<file path="src/rtl/mulf_pkg.sv">
package mulf_pkg;

    typedef enum logic [1:0] {
        MUL_UNS = 2'd0,
        MUL_SGN = 2'd1,
        MUL_IMM = 2'd2
    } mul_mode_e;

    typedef struct packed {
        mul_mode_e mode;
        logic      negate;
    } mul_ctrl_t;

    function automatic mul_mode_e pick_mode(logic sign_sel, logic imm_sel);
        if (imm_sel)       return MUL_IMM;
        else if (sign_sel) return MUL_SGN;
        else               return MUL_UNS;
    endfunction

endpackage

</file>
<file path="src/rtl/mulf_prep.sv">
module mulf_prep
    import mulf_pkg::*;
#(
    parameter int W     = 16,
    parameter int IMM_W = 8
) (
    input  logic           sign_sel,
    input  logic           imm_sel,
    input  logic           imm_byte,
    input  logic [W-1:0]   op_a,
    input  logic [W-1:0]   op_b,
    output mul_ctrl_t      ctrl,
    output logic [W-1:0]   mag_a,
    output logic [W-1:0]   mag_b
);
    logic [W-1:0] b_ext;
    logic         is_signed;
    logic         a_neg;
    logic         b_neg;

    generate
        if (IMM_W < W) begin : g_ext
            always_comb begin
                if (imm_sel && imm_byte)
                    b_ext = {{(W-IMM_W){op_b[IMM_W-1]}}, op_b[IMM_W-1:0]};
                else
                    b_ext = op_b;
            end
        end else begin : g_noext
            logic unused_byte;
            assign unused_byte = imm_byte;
            assign b_ext = op_b;
        end
    endgenerate

    always_comb begin
        ctrl.mode   = pick_mode(sign_sel, imm_sel);
        is_signed   = (ctrl.mode != MUL_UNS);
        a_neg       = is_signed & op_a[W-1];
        b_neg       = is_signed & b_ext[W-1];
        mag_a       = a_neg ? (~op_a + 1'b1) : op_a;
        mag_b       = b_neg ? (~b_ext + 1'b1) : b_ext;
        ctrl.negate = a_neg ^ b_neg;
    end
endmodule

</file>
<file path="src/rtl/mulf_core.sv">
module mulf_core #(
    parameter int W = 16
) (
    input  logic           clk,
    input  logic           rst,
    input  logic           load,
    input  logic [W-1:0]   mag_a,
    input  logic [W-1:0]   mag_b,
    output logic           busy,
    output logic           last_step,
    output logic [2*W-1:0] prod_next
);
    localparam int CW = (W > 1) ? $clog2(W) : 1;

    logic [W-1:0]  acc_hi;
    logic [W-1:0]  acc_lo;
    logic [W-1:0]  mcand;
    logic [CW-1:0] step_cnt;
    logic [W-1:0]  addend;
    logic [W:0]    sum;

    always_comb begin
        addend    = acc_lo[0] ? mcand : '0;
        sum       = {1'b0, acc_hi} + {1'b0, addend};
        prod_next = {sum, acc_lo[W-1:1]};
        last_step = busy && (step_cnt == CW'(W-1));
    end

    always_ff @(posedge clk) begin
        if (rst) begin
            acc_hi   <= '0;
            acc_lo   <= '0;
            mcand    <= '0;
            step_cnt <= '0;
            busy     <= 1'b0;
        end else if (busy) begin
            acc_hi   <= prod_next[2*W-1:W];
            acc_lo   <= prod_next[W-1:0];
            step_cnt <= step_cnt + 1'b1;
            if (last_step)
                busy <= 1'b0;
        end else if (load) begin
            acc_hi   <= '0;
            acc_lo   <= mag_b;
            mcand    <= mag_a;
            step_cnt <= '0;
            busy     <= 1'b1;
        end
    end
endmodule

</file>
<file path="src/rtl/mulf_finish.sv">
module mulf_finish
    import mulf_pkg::*;
#(
    parameter int W = 16
) (
    input  logic [2*W-1:0] mag_prod,
    input  mul_ctrl_t      ctrl,
    output logic [W-1:0]   res_hi,
    output logic [W-1:0]   res_lo,
    output logic           upper_used
);
    logic [2*W-1:0] full;
    logic [W-1:0]   full_hi;
    logic [W-1:0]   sign_fill;

    always_comb begin
        full      = ctrl.negate ? (~mag_prod + 1'b1) : mag_prod;
        full_hi   = full[2*W-1:W];
        res_lo    = full[W-1:0];
        sign_fill = {W{full[W-1]}};
        case (ctrl.mode)
            MUL_SGN: begin
                res_hi     = full_hi;
                upper_used = (full_hi != sign_fill);
            end
            MUL_IMM: begin
                res_hi     = '0;
                upper_used = (full_hi != sign_fill);
            end
            default: begin
                res_hi     = full_hi;
                upper_used = |full_hi;
            end
        endcase
    end
endmodule

</file>
<file path="src/rtl/mul_flagged_unit.sv">
module mul_flagged_unit
    import mulf_pkg::*;
#(
    parameter int W     = 16,
    parameter int IMM_W = 8
) (
    input  logic         clk,
    input  logic         rst,
    input  logic         start,
    input  logic         sign_sel,
    input  logic         imm_sel,
    input  logic         imm_byte,
    input  logic [W-1:0] op_a,
    input  logic [W-1:0] op_b,
    output logic         busy,
    output logic         done,
    output logic [W-1:0] prod_hi,
    output logic [W-1:0] prod_lo,
    output logic         carry,
    output logic         ovf
);
    mul_ctrl_t      ctrl_in;
    mul_ctrl_t      ctrl_q;
    logic [W-1:0]   mag_a;
    logic [W-1:0]   mag_b;
    logic           accept;
    logic           last_step;
    logic [2*W-1:0] prod_next;
    logic [W-1:0]   fin_hi;
    logic [W-1:0]   fin_lo;
    logic           fin_flag;

    assign accept = start && !busy;

    mulf_prep #(.W(W), .IMM_W(IMM_W)) u_prep (
        .sign_sel (sign_sel),
        .imm_sel  (imm_sel),
        .imm_byte (imm_byte),
        .op_a     (op_a),
        .op_b     (op_b),
        .ctrl     (ctrl_in),
        .mag_a    (mag_a),
        .mag_b    (mag_b)
    );

    mulf_core #(.W(W)) u_core (
        .clk       (clk),
        .rst       (rst),
        .load      (accept),
        .mag_a     (mag_a),
        .mag_b     (mag_b),
        .busy      (busy),
        .last_step (last_step),
        .prod_next (prod_next)
    );

    mulf_finish #(.W(W)) u_finish (
        .mag_prod   (prod_next),
        .ctrl       (ctrl_q),
        .res_hi     (fin_hi),
        .res_lo     (fin_lo),
        .upper_used (fin_flag)
    );

    always_ff @(posedge clk) begin
        if (rst) begin
            ctrl_q  <= '{mode: MUL_UNS, negate: 1'b0};
            done    <= 1'b0;
            prod_hi <= '0;
            prod_lo <= '0;
            carry   <= 1'b0;
            ovf     <= 1'b0;
        end else begin
            done <= last_step;
            if (accept)
                ctrl_q <= ctrl_in;
            if (last_step) begin
                prod_hi <= fin_hi;
                prod_lo <= fin_lo;
                carry   <= fin_flag;
                ovf     <= fin_flag;
            end
        end
    end
endmodule

</file>
<file path="config.mk">
export PLATFORM = sky130hd
export DESIGN_NAME = mul_flagged_unit
export DESIGN_NICKNAME = d
export VERILOG_FILES = /design/src/rtl/mulf_pkg.sv /design/src/rtl/mulf_prep.sv /design/src/rtl/mulf_core.sv /design/src/rtl/mulf_finish.sv /design/src/rtl/mul_flagged_unit.sv
export SDC_FILE = /design/constraint.sdc
export NUM_CORES = 1
export LEC_CHECK = 0
export ABC_AREA = 1
export BUFFER_PORTS_ARGS = -buffer_cell sky130_fd_sc_hd__buf_2
export CAP_MARGIN = 10
export CORE_ASPECT_RATIO = 1.4
export CORE_MARGIN = 2
export CORE_UTILIZATION = 55
export CTS_BUF_LIST = sky130_fd_sc_hd__clkbuf_4 sky130_fd_sc_hd__clkbuf_8
export CTS_CLUSTER_DIAMETER = 100
export DETAILED_ROUTE_END_ITERATION = 10
export PLACE_DENSITY_LB_ADDON = 0.15
export RECOVER_POWER = 100
export SYNTH_ARGS = -nofsm -noshare
export SYNTH_HDL_FRONTEND = slang
export SYNTH_SLANG_ARGS = --single-unit
</file>
<file path="constraint.sdc">
create_clock -name clk -period 2.6 [get_ports clk]
set_clock_uncertainty 0.05 [all_clocks]
set_input_delay 0.78 -clock clk [delete_from_list [all_inputs] [get_ports clk]]
set_output_delay 0.78 -clock clk [all_outputs]
set_load 0.05 [all_outputs]
</file>
==> results of run 1 <==
power by group:
part | switching [mW] | internal [mW]
Sequential | 0.0496 | 1.42
Clock | 0.572 | 0.567
Combinational | 0.495 | 0.346
cell usage after synthesis, types with 4 or more instances:
cell type and count:
sky130_fd_sc_hd__nand3_2 7, sky130_fd_sc_hd__a31oi_1 18, sky130_fd_sc_hd__inv_1 117, sky130_fd_sc_hd__clkbuf_1 28, sky130_fd_sc_hd__nand3_1 100, sky130_fd_sc_hd__nand2_2 18
sky130_fd_sc_hd__nand2_1 332, sky130_fd_sc_hd__a21oi_1 70, sky130_fd_sc_hd__o211ai_1 4, sky130_fd_sc_hd__dfxtp_1 90, sky130_fd_sc_hd__nor2_1 88, sky130_fd_sc_hd__xnor2_1 11
sky130_fd_sc_hd__o21ai_0 51, sky130_fd_sc_hd__nor3_1 11, sky130_fd_sc_hd__or2_2 4, sky130_fd_sc_hd__nor2_2 14, sky130_fd_sc_hd__ha_1 21, sky130_fd_sc_hd__nand4_1 5
sky130_fd_sc_hd__xor2_1 12
worst max-delay path by stage:
stage	slack, ps	cells after the start	start	to
2_1_floorplan	-90	23	u_core.acc_lo[0]	ovf
3_3_place_gp	-210	22	u_core.acc_lo[0]	ovf
3_5_place_dp	-240	22	u_core.acc_lo[0]	ovf
4_1_cts	-170	22	u_core.acc_lo[0]	ovf
5_1_grt	-430	26	u_core.acc_lo[0]	ovf
6_report	-160	22	u_core.acc_lo[0]	ovf
sequential cells by signal, summed over array words and instances (netlist names):
| name | count |
|---|---|
| prod_hi | 16 |
| prod_lo | 16 |
| u_core.acc_hi | 16 |
| u_core.acc_lo | 16 |
| u_core.mcand | 16 |
| u_core.step_cnt | 4 |
| ctrl_q | 3 |
| done | 1 |
| ovf | 1 |
| u_core.busy | 1 |
metrics by stage:
| stage | setup WS, ps | cells | utilization, % |
|---|---|---|---|
| floorplan | -86.1 | 1035 | - |
| CTS | -166 | 1337 | 68.9 |
| global route | -428 | 1340 | 70.8 |
| detailed placement | -237 | 1319 | 66.4 |
| finish | -156 | 1340 | 70.8 |
| global placement | -206 | 1319 | 66.4 |
metal layers:
layer / routed length (um) / part of all wire (%)
met1: 6920 / 38
met2: 9510 / 53
met3: 647 / 3.6
met4: 1020 / 5.6
met5: 0 / 0
what timing repair did:
| action | CTS | global route |
|---|---|---|
| setup buffers | 1 | 3 |
| gates resized for setup | 9 | 68 |
| endpoints found under the setup margin | 4 | 12 |
| gates cloned | 1 | 0 |
| pin swaps | 5 | 21 |
worst register-to-register path, cell delays in order, from the launching register on:
cell and delay (ps):
sky130_fd_sc_hd__dfxtp_4 370, sky130_fd_sc_hd__nand2_2 60, sky130_fd_sc_hd__inv_2 40, sky130_fd_sc_hd__ha_4 160
sky130_fd_sc_hd__fa_2 400, sky130_fd_sc_hd__nor2_2 150, sky130_fd_sc_hd__nor2_4 70, sky130_fd_sc_hd__nor2_4 110
sky130_fd_sc_hd__nand4_1 150, sky130_fd_sc_hd__nor2_2 200, sky130_fd_sc_hd__nand2_2 110, sky130_fd_sc_hd__nand3_2 80
sky130_fd_sc_hd__nand2_2 70, sky130_fd_sc_hd__nor2_2 70, sky130_fd_sc_hd__nand2_1 50, sky130_fd_sc_hd__nor2_1 100
sky130_fd_sc_hd__nand2_1 60, sky130_fd_sc_hd__nor2_1 100, sky130_fd_sc_hd__nand3_1 70, sky130_fd_sc_hd__nand2_1 60
sky130_fd_sc_hd__nand3_1 60, sky130_fd_sc_hd__nand2_1 60, sky130_fd_sc_hd__inv_1 30
logic make-up after synthesis:
kind of cell / count (synthesis) / synth area share, %
DFF: 90 / 28.7
buffers and inverters: 159 / 10.2
AOI/OAI and AO/OA: 156 / 13.5
and+or+nand+nor: 585 / 39.9
xor gates and xnor gates: 23 / 3.21
adders and majority gates: 22 / 4.50
layout make-up:
| cell class | count | share of cell area (%) |
|---|---|---|
| clock inverter | 6 | 1.20 |
| clock buffer | 10 | 1.65 |
| timing repair buffer | 182 | 14.4 |
| multi-input combinational | 786 | 52.0 |
| tap | 144 | 2.27 |
| sequential | 90 | 22.7 |
| inverter | 122 | 5.76 |
==> flow_summary.ini, run 1 <==
[sta]
timing.fmax_mhz = 363
unrepaired_setup_endpoints_after_global_routing = yes
maxSlewViolCount = 0
max-slew-margin-rel_pct = 46.0
report.final.setup_viol = 1
tightestPinTransition_ps = 810
hold_fails_final_rpt = 0
post_route_setup_tns_ps = -156
setup_ws_ps = -156
final.period_utilization_pct = 106
finalWorstPathRequiredPeriod_ps = 2760
holdWs_ps = 422

[finish]
multiInputGateArea_um2 = 4130
antenna_cells_inserted = 0
fill_cells = 1036
stdcell_area_um2 = 7950
seq_area_um2 = 1810
synth_to_final_area_change_pct = 26.5
final_net_count = 1251
mostFrequentLayoutCells = 307 x sky130_fd_sc_hd__nand2_1, 113 x sky130_fd_sc_hd__inv_1, 104 x sky130_fd_sc_hd__buf_4
drive_above_1_share_pct = 22.8
final_common_cell = sky130_fd_sc_hd__nand2_1

[setup_path]
crit_path_buf_inv_count = 2
rr_endpoint = ovf
timing.critical_path.arrival_ps = 3000
worst-setup-path-type = register to register
timing.reg2reg.worst_path_depth = 22
startpoint_type_of_the_worst_setup_path = register
critical_path.max_stage_delay_ps = 400
setup.worst_path.end_class = register
crit_family = simple AND/OR/NAND/NOR gates
timing.reg2reg.setup_slack_ps = -160
critical_path.reg2reg.startpoint = u_core.acc_lo[0]
worst_path_required_time_ps = 2840
worstPathMaxFanout = 4
crit_chain = nand2_2, inv_2, ha_4, fa_2, nor2_2, nor2_4, nor2_4, nand4_1, nor2_2, nand2_2, nand3_2, nand2_2, nor2_2, nand2_1, nor2_1, nand2_1, nor2_1, nand3_1, nand2_1, nand3_1, nand2_1, inv_1
critical-path-top-cell-by-count = sky130_fd_sc_hd__nand2_1
cpMaxStageDelayCell = sky130_fd_sc_hd__fa_2

[global_route]
grtUsageMet2_pct = 56.1
grt_overflow = 0
number_of_global_route_vias_before_repair = 6780
global_route.usage.total_pct = 29.7
use_met3_pct = 4.47
grt.busiest_layer = met2
grt_start_max_net_pins = 47
groute.layer.met1.usage_pct = 30.3
grt_first_pass_wirelength_um = 29000
antenna_violations_before_repair = 0

[run_status]
violations_in_the_final_reports = setup timing
status = finished with violations

[floorplan]
row_count = 46
initial_utilization_pct = 56.0
core_area_um2 = 11200
die_area_um2 = 12300
fp.dieW_um = 94.3
dieHeight_um = 130
design.portCount = 74

[clock_tree]
hold_buffers = 0
numCtsBuffers = 9
clockBufferDepth = 2
tritoncts = built
clock_latency_ps = 400
h_tree_lvl_count = 3
clock_sink_count = 90
cts.reportedPaths.clkPinSlew_ps = 90
cts_root_buf = sky130_fd_sc_hd__clkbuf_8

[synthesis]
avgSynthCellArea_um2 = 6.07
yosysUniqueCellTypes = 42
asyncSetResetFlopFracSynth_pct = 0
synthDominantAreaCellType = sky130_fd_sc_hd__dfxtp_1
synthesis.nets = 1095
yosys.area.top_type_share_pct = 28.7
ys_seq_area_share_pct = 28.7
synth_edf_count = 0
netlist_instances = 1035
synth_warnings = 0
most_common_flop_cell_mapped_by_yosys = sky130_fd_sc_hd__dfxtp_1
synth-seq-cells = 90
syn-cell-area_um2 = 6280
most_area_consuming_cells_after_synthesis = sky130_fd_sc_hd__dfxtp_1 29%, sky130_fd_sc_hd__nand2_1 20%, sky130_fd_sc_hd__nand3_1 8.0%

[place]
dp_hpwl_um = 13500
numPortBuffers = 73
detailed_place.area_um2 = 7460
place.gp.congestion = 0.957

[drt]
finalWirelength_um = 18100
drt_first_pass_iters = 5
post_drt_wl_per_cell_um = 13.5
first_iter_violations = 319
remaining_drc_errors = 0
drtAntennaViolNets = 0
route.detailed.vias_per_inst = 5.31
via_count = 7116

[pwr]
ir_drop_mv = 0.311
standby_leakage_power_nw = 3.82
fin_total_pwr_mw = 3.45
power_per_cell_area_nw_per_um2 = 435

[hold_path]
hold_path_class = register to register
worst_hold_startpoint = prod_hi[11]
worst_hold_path.endpoint = prod_hi[11]
min_path_cells = 2

[job]
drv.max_cap_violation_count = 0
Power figures use the tool's default switching activity.
==> run 2, diff against run 1 <==
--- a/config.mk
+++ b/config.mk
@@ -10,8 +10,8 @@
 export CAP_MARGIN = 10
 export CORE_ASPECT_RATIO = 1.4
 export CORE_MARGIN = 2
-export CORE_UTILIZATION = 55
-export CTS_BUF_LIST = sky130_fd_sc_hd__clkbuf_4 sky130_fd_sc_hd__clkbuf_8
+export CORE_UTILIZATION = 54
+export CTS_BUF_LIST = sky130_fd_sc_hd__clkbuf_4 sky130_fd_sc_hd__clkbuf_8 sky130_fd_sc_hd__clkbuf_16
 export CTS_CLUSTER_DIAMETER = 100
 export DETAILED_ROUTE_END_ITERATION = 10
 export PLACE_DENSITY_LB_ADDON = 0.15
==> flow_summary.ini, run 2 (synthesis gave the netlist of run 1 again) <==
[setup_path]
crit_family = simple AND/OR/NAND/NOR gates
rr_endpoint = ovf
cpMaxStageDelayCell = sky130_fd_sc_hd__fa_2
worst_path_required_time_ps = 2800
setup.worst_path.end_class = register
timing.reg2reg.worst_path_depth = 25
timing.critical_path.arrival_ps = 3010
worst-setup-path-type = register to register
startpoint_type_of_the_worst_setup_path = register
worstPathMaxFanout = 4
critical_path.max_stage_delay_ps = 380
crit_path_buf_inv_count = 4
critical_path.reg2reg.startpoint = u_core.acc_lo[0]
critical-path-top-cell-by-count = sky130_fd_sc_hd__nand2_1
timing.reg2reg.setup_slack_ps = -210

[clock_tree]
cts.reportedPaths.clkPinSlew_ps = 70
clock_latency_ps = 350
tritoncts = built
cts_root_buf = sky130_fd_sc_hd__clkbuf_16
clockBufferDepth = 2
h_tree_lvl_count = 3
clock_sink_count = 90
numCtsBuffers = 9

[sta]
maxSlewViolCount = 0
tightestPinTransition_ps = 810
report.final.setup_viol = 1
final.period_utilization_pct = 108
unrepaired_setup_endpoints_after_global_routing = yes
hold_fails_final_rpt = 0
setup_ws_ps = -209
max-slew-margin-rel_pct = 46.0
finalWorstPathRequiredPeriod_ps = 2810
timing.fmax_mhz = 356
holdWs_ps = 415

[floorplan]
design.portCount = 74
dieHeight_um = 132
fp.dieW_um = 95.2
die_area_um2 = 12500
row_count = 46
initial_utilization_pct = 55.4
core_area_um2 = 11300

[global_route]
grt_start_max_net_pins = 44
grt_first_pass_wirelength_um = 30300
antenna_violations_before_repair = 0
number_of_global_route_vias_before_repair = 6747
grt_overflow = 0
global_route.usage.total_pct = 30.0

[place]
dp_hpwl_um = 13900
numPortBuffers = 73
detailed_place.area_um2 = 7500
place.gp.congestion = 0.939

[pwr]
ir_drop_mv = 0.497
standby_leakage_power_nw = 3.90
fin_total_pwr_mw = 3.62
power_per_cell_area_nw_per_um2 = 446

[drt]
via_count = 7167
post_drt_wl_per_cell_um = 13.9
first_iter_violations = 406
route.detailed.vias_per_inst = 5.31
drtAntennaViolNets = 0
drt_first_pass_iters = 5
remaining_drc_errors = 0
finalWirelength_um = 18800

[finish]
stdcell_area_um2 = 8140
finish.utilization_pct = 71.8
final_common_cell = sky130_fd_sc_hd__nand2_1
antenna_cells_inserted = 0
synth_to_final_area_change_pct = 29.5
mostFrequentLayoutCells = 306 x sky130_fd_sc_hd__nand2_1, 114 x sky130_fd_sc_hd__buf_4, 111 x sky130_fd_sc_hd__inv_1
drive_above_1_share_pct = 24.4
final_net_count = 1261

[hold_path]
hold_path_class = register to register
min_path_cells = 2
worst_hold_startpoint = prod_hi[1]
worst_hold_path.endpoint = prod_hi[1]

[run_status]
status = finished with violations
violations_in_the_final_reports = setup timing

[job]
drv.max_cap_violation_count = 0
-- run 2: changes by cell type in the layout (fill, tap and decap cells not counted), moves of 3 or more --
cell                        change
sky130_fd_sc_hd__o21ai_2        +3
sky130_fd_sc_hd__clkbuf_8       -8
sky130_fd_sc_hd__nand3_1        -3
sky130_fd_sc_hd__clkbuf_16      +9
sky130_fd_sc_hd__nand2_4        +3
sky130_fd_sc_hd__nor2_4         -3
sky130_fd_sc_hd__o21ai_1        -4
sky130_fd_sc_hd__ha_1           -3
sky130_fd_sc_hd__nor2_1         -3
sky130_fd_sc_hd__buf_4         +10
sky130_fd_sc_hd__nor2_2         +6
-- run 2: worst min-delay path: cells and delay by family, from the launching register on --
| kind | cells | cell delay [ps] |
|---|---|---|
| simple gates | 1 | 60 |
| compound gates | 1 | 50 |
| flops | 1 | 310 |
-- run 2: through the flow --
step / cells / setup WS, ps / setup TNS [ps]
5_1_grt: 1350 / -454 / -1040
3_3_place_gp: 1326 / -192 / -204
2_1_floorplan: 1035 / -86.1 / -86.1
6_report: 1350 / -209 / -209
3_5_place_dp: 1326 / -234 / -349
4_1_cts: 1344 / -184 / -184
-- run 2: repair_timing --
item	4_1_cts	5_1_grt
resized for setup	10	78
endpoints found under the setup margin	5	12
hold buffers	0	0
gates cloned	1	0
pin swaps	5	20
buffers inserted	1	6
-- run 2: worst max-delay path by stage --
stage,start,to,slack [ps],depth (start not counted)
after global placement,u_core.acc_lo[0],ovf,-190,22
after global routing,u_core.acc_lo[0],ovf,-450,25
after floorplan,u_core.acc_lo[0],ovf,-90,23
final,u_core.acc_lo[0],ovf,-210,25
after detailed placement,u_core.acc_lo[0],ovf,-230,22
after CTS,u_core.acc_lo[0],ovf,-180,22
-- run 2: power breakdown --
| part | internal [mW] | leakage, nW | switching, mW | total (mW) |
|---|---|---|---|---|
| clock | 0.694 | 0.142 | 0.612 | 1.31 |
| combinational | 0.341 | 3.03 | 0.506 | 0.847 |
| sequential | 1.42 | 0.733 | 0.0472 | 1.47 |
| total | 2.46 | 3.90 | 1.17 | 3.62 |
-- run 2: cell type report --
cell class,instances,area (um^2)
multi-input cells,786,4190
well taps,144,180
clock inverters,6,53.8
flip-flops and latches,90,1810
clock buffers,10,239
inverters,122,458
repair buffers,192,1210
fillers,952,3200
-- run 2: layer usage --
metal | share of wire (%) | GRT usage (%)
met3 | 3.7 | 3.44
met2 | 54 | 56.4
met5 | 0 | 0
met4 | 3.8 | 11.8
met1 | 38 | 33.0
==> run 3, diff against run 2 <==
--- a/config.mk
+++ b/config.mk
@@ -6,16 +6,16 @@
 export NUM_CORES = 1
 export LEC_CHECK = 0
 export ABC_AREA = 1
-export BUFFER_PORTS_ARGS = -buffer_cell sky130_fd_sc_hd__buf_2
+export BUFFER_PORTS_ARGS = -buffer_cell sky130_fd_sc_hd__buf_4
 export CAP_MARGIN = 10
 export CORE_ASPECT_RATIO = 1.4
 export CORE_MARGIN = 2
-export CORE_UTILIZATION = 54
+export CORE_UTILIZATION = 30
 export CTS_BUF_LIST = sky130_fd_sc_hd__clkbuf_4 sky130_fd_sc_hd__clkbuf_8 sky130_fd_sc_hd__clkbuf_16
 export CTS_CLUSTER_DIAMETER = 100
 export DETAILED_ROUTE_END_ITERATION = 10
 export PLACE_DENSITY_LB_ADDON = 0.15
-export RECOVER_POWER = 100
+export RECOVER_POWER = 50
 export SYNTH_ARGS = -nofsm -noshare
 export SYNTH_HDL_FRONTEND = slang
 export SYNTH_SLANG_ARGS = --single-unit
==> flow_summary.ini, run 3 (synthesis gave the netlist of run 1 again) <==
[drt]
via_count = 6961
highest_layer = met4
route.detailed.vias_per_inst = 4.74
finalWirelength_um = 20000
route.met3.wl_um = 484
post_drt_wl_per_cell_um = 13.6
remaining_drc_errors = 0
drt_first_pass_iters = 7
first_iter_violations = 227
m1_wl_um = 7910
detailroute.wirelength.met2_um = 11000
drtAntennaViolNets = 0

[place]
detailed_place.area_um2 = 7860
dp_slack_ps = -321
dp_hpwl_um = 15600
numPortBuffers = 73
place.gp.congestion = 0.900
dp.cells = 1444

[finish]
final_net_count = 1270
drive_above_1_share_pct = 25.6
final-instance-count-excl-fill = 1470
synth_to_final_area_change_pct = 34.8
final_common_cell = sky130_fd_sc_hd__nand2_1
antenna_cells_inserted = 0
mostFrequentLayoutCells = 298 x sky130_fd_sc_hd__nand2_1, 158 x sky130_fd_sc_hd__buf_4, 107 x sky130_fd_sc_hd__inv_1
stdcell_area_um2 = 8470

[setup_path]
critical_path.max_stage_delay_ps = 460
worst_setup_path_endpoint = ovf
startpoint_type_of_the_worst_setup_path = register
timing.critical_path.arrival_ps = 3050
rr_endpoint = ovf
worst-setup-path-type = register to register
timing.reg2reg.setup_slack_ps = -240
critical_path.reg2reg.startpoint = u_core.acc_lo[0]
worst_path_required_time_ps = 2810
critical-path-top-cell-by-count = sky130_fd_sc_hd__nand2_1
crit_chain = nand2_2, inv_2, ha_4, fa_2, inv_2, buf_4, nand3_1, nand3b_4, buf_4, nand2_1, nand2_1, nand2_1, nand4_1, nor2_1, nand2_1, nor2_1, nand2_1, nor2_2, nand3_1, nand2_1, nand3_1, nand2_1, inv_1
cpMaxStageDelayCell = sky130_fd_sc_hd__fa_2
setup.worst_path.end_class = register
worstPathMaxFanout = 3
timing.reg2reg.worst_path_depth = 23
critical_path.startpoint = u_core.acc_lo[0]

[global_route]
global_route.usage.total_pct = 18.5
grt_start_max_net_pins = 44
antenna_violations_before_repair = 0
grt_overflow = 0
number_of_global_route_vias_before_repair = 6786
grt_first_pass_wirelength_um = 33000

[pwr]
ir_drop_mv = 0.281
power_per_cell_area_nw_per_um2 = 436
fin_total_pwr_mw = 3.69
standby_leakage_power_nw = 3.98

[sta]
setup_ws_ps = -243
timing.fmax_mhz = 352
report.final.setup_viol = 3
max-slew-margin-rel_pct = 38.3
final.period_utilization_pct = 109
hold_fails_final_rpt = 0
unrepaired_setup_endpoints_after_global_routing = yes
maxSlewViolCount = 0
finalWorstPathRequiredPeriod_ps = 2840
tightestPinTransition_ps = 926

[floorplan]
core_area_um2 = 20600
design.portCount = 74
dieHeight_um = 175
die_area_um2 = 22100
initial_utilization_pct = 30.6
row_count = 62
fp.dieW_um = 126

[clock_tree]
cts.reportedPaths.clkPinSlew_ps = 70
numCtsBuffers = 9
cts_root_buf = sky130_fd_sc_hd__clkbuf_16
clock_latency_ps = 360
tritoncts = built
h_tree_lvl_count = 3
clockBufferDepth = 2
clock_sink_count = 90

[job]
drv.max_cap_violation_count = 0

[run_status]
violations_in_the_final_reports = setup timing
status = finished with violations

[hold_path]
hold_path_class = register to register
## run 3: cell count changes in the layout (fill, tap and decap cells not counted), moves of 4 or more
cell                      delta
sky130_fd_sc_hd__buf_4      +44
sky130_fd_sc_hd__buf_2      -39
sky130_fd_sc_hd__nand2_1     -8
sky130_fd_sc_hd__nand2_2     +7
sky130_fd_sc_hd__inv_1       -4
## run 3: cell type report
class	count	area, um^2
fill	2237	12100
clock buffer	11	240
timing repair buffer	201	1380
sequential	90	1800
clock inverter	4	51.3
multi-input combinational	786	4210
tap	256	320
inverter	122	460
## run 3: stage by stage
step                      util, %  hold WS, ps  setup TNS (ps)
after detailed placement     38.3          408            -866
after floorplan                 -          386           -86.1
final                        41.2          416            -327
after global routing         41.2          436           -3350
after CTS                    40.6          420            -186
after global placement       38.3          403            -750
## run 3: what timing repair did
item	in CTS	in global routing
endpoints found under the setup margin	7	13
gates resized for setup	34	68
hold buffers	0	0
cloned	1	0
setup buffers	3	7
pin swaps	7	26
## run 3: power breakdown
| part | switching [mW] | internal [mW] | total, mW |
|---|---|---|---|
| Combinational | 0.513 | 0.380 | 0.892 |
| Clock | 0.561 | 0.763 | 1.32 |
| Sequential | 0.0492 | 1.43 | 1.47 |
## run 3: metal layers
metal  vias to the layer above  GRT usage (%)
met2                        97           36.3
met4                         0           6.96
met1                      3170           19.7
met5                         -              0
li1                       3668              -
met3                        26           2.27
## run 3: how the worst min path moves through the flow
stage | cells after the start | slack, ps | startpoint | to
2_1_floorplan | 1 | 390 | u_core.step_cnt[3] | u_core.step_cnt[3]
3_3_place_gp | 1 | 400 | u_core.step_cnt[3] | u_core.step_cnt[3]
3_5_place_dp | 2 | 410 | prod_hi[5] | prod_hi[5]
4_1_cts | 2 | 420 | prod_hi[5] | prod_hi[5]
5_1_grt | 2 | 440 | prod_hi[2] | prod_hi[2]
6_report | 2 | 420 | prod_hi[2] | prod_hi[2]
## run 3: critical path: cells and delay by family (launching register included)
kind | cells | cell delay, ps
AND/OR/NAND/NOR | 16 | 1330
flip-flops | 1 | 360
adder cells (fa/ha/maj) | 2 | 590
buffers and inverters | 5 | 410
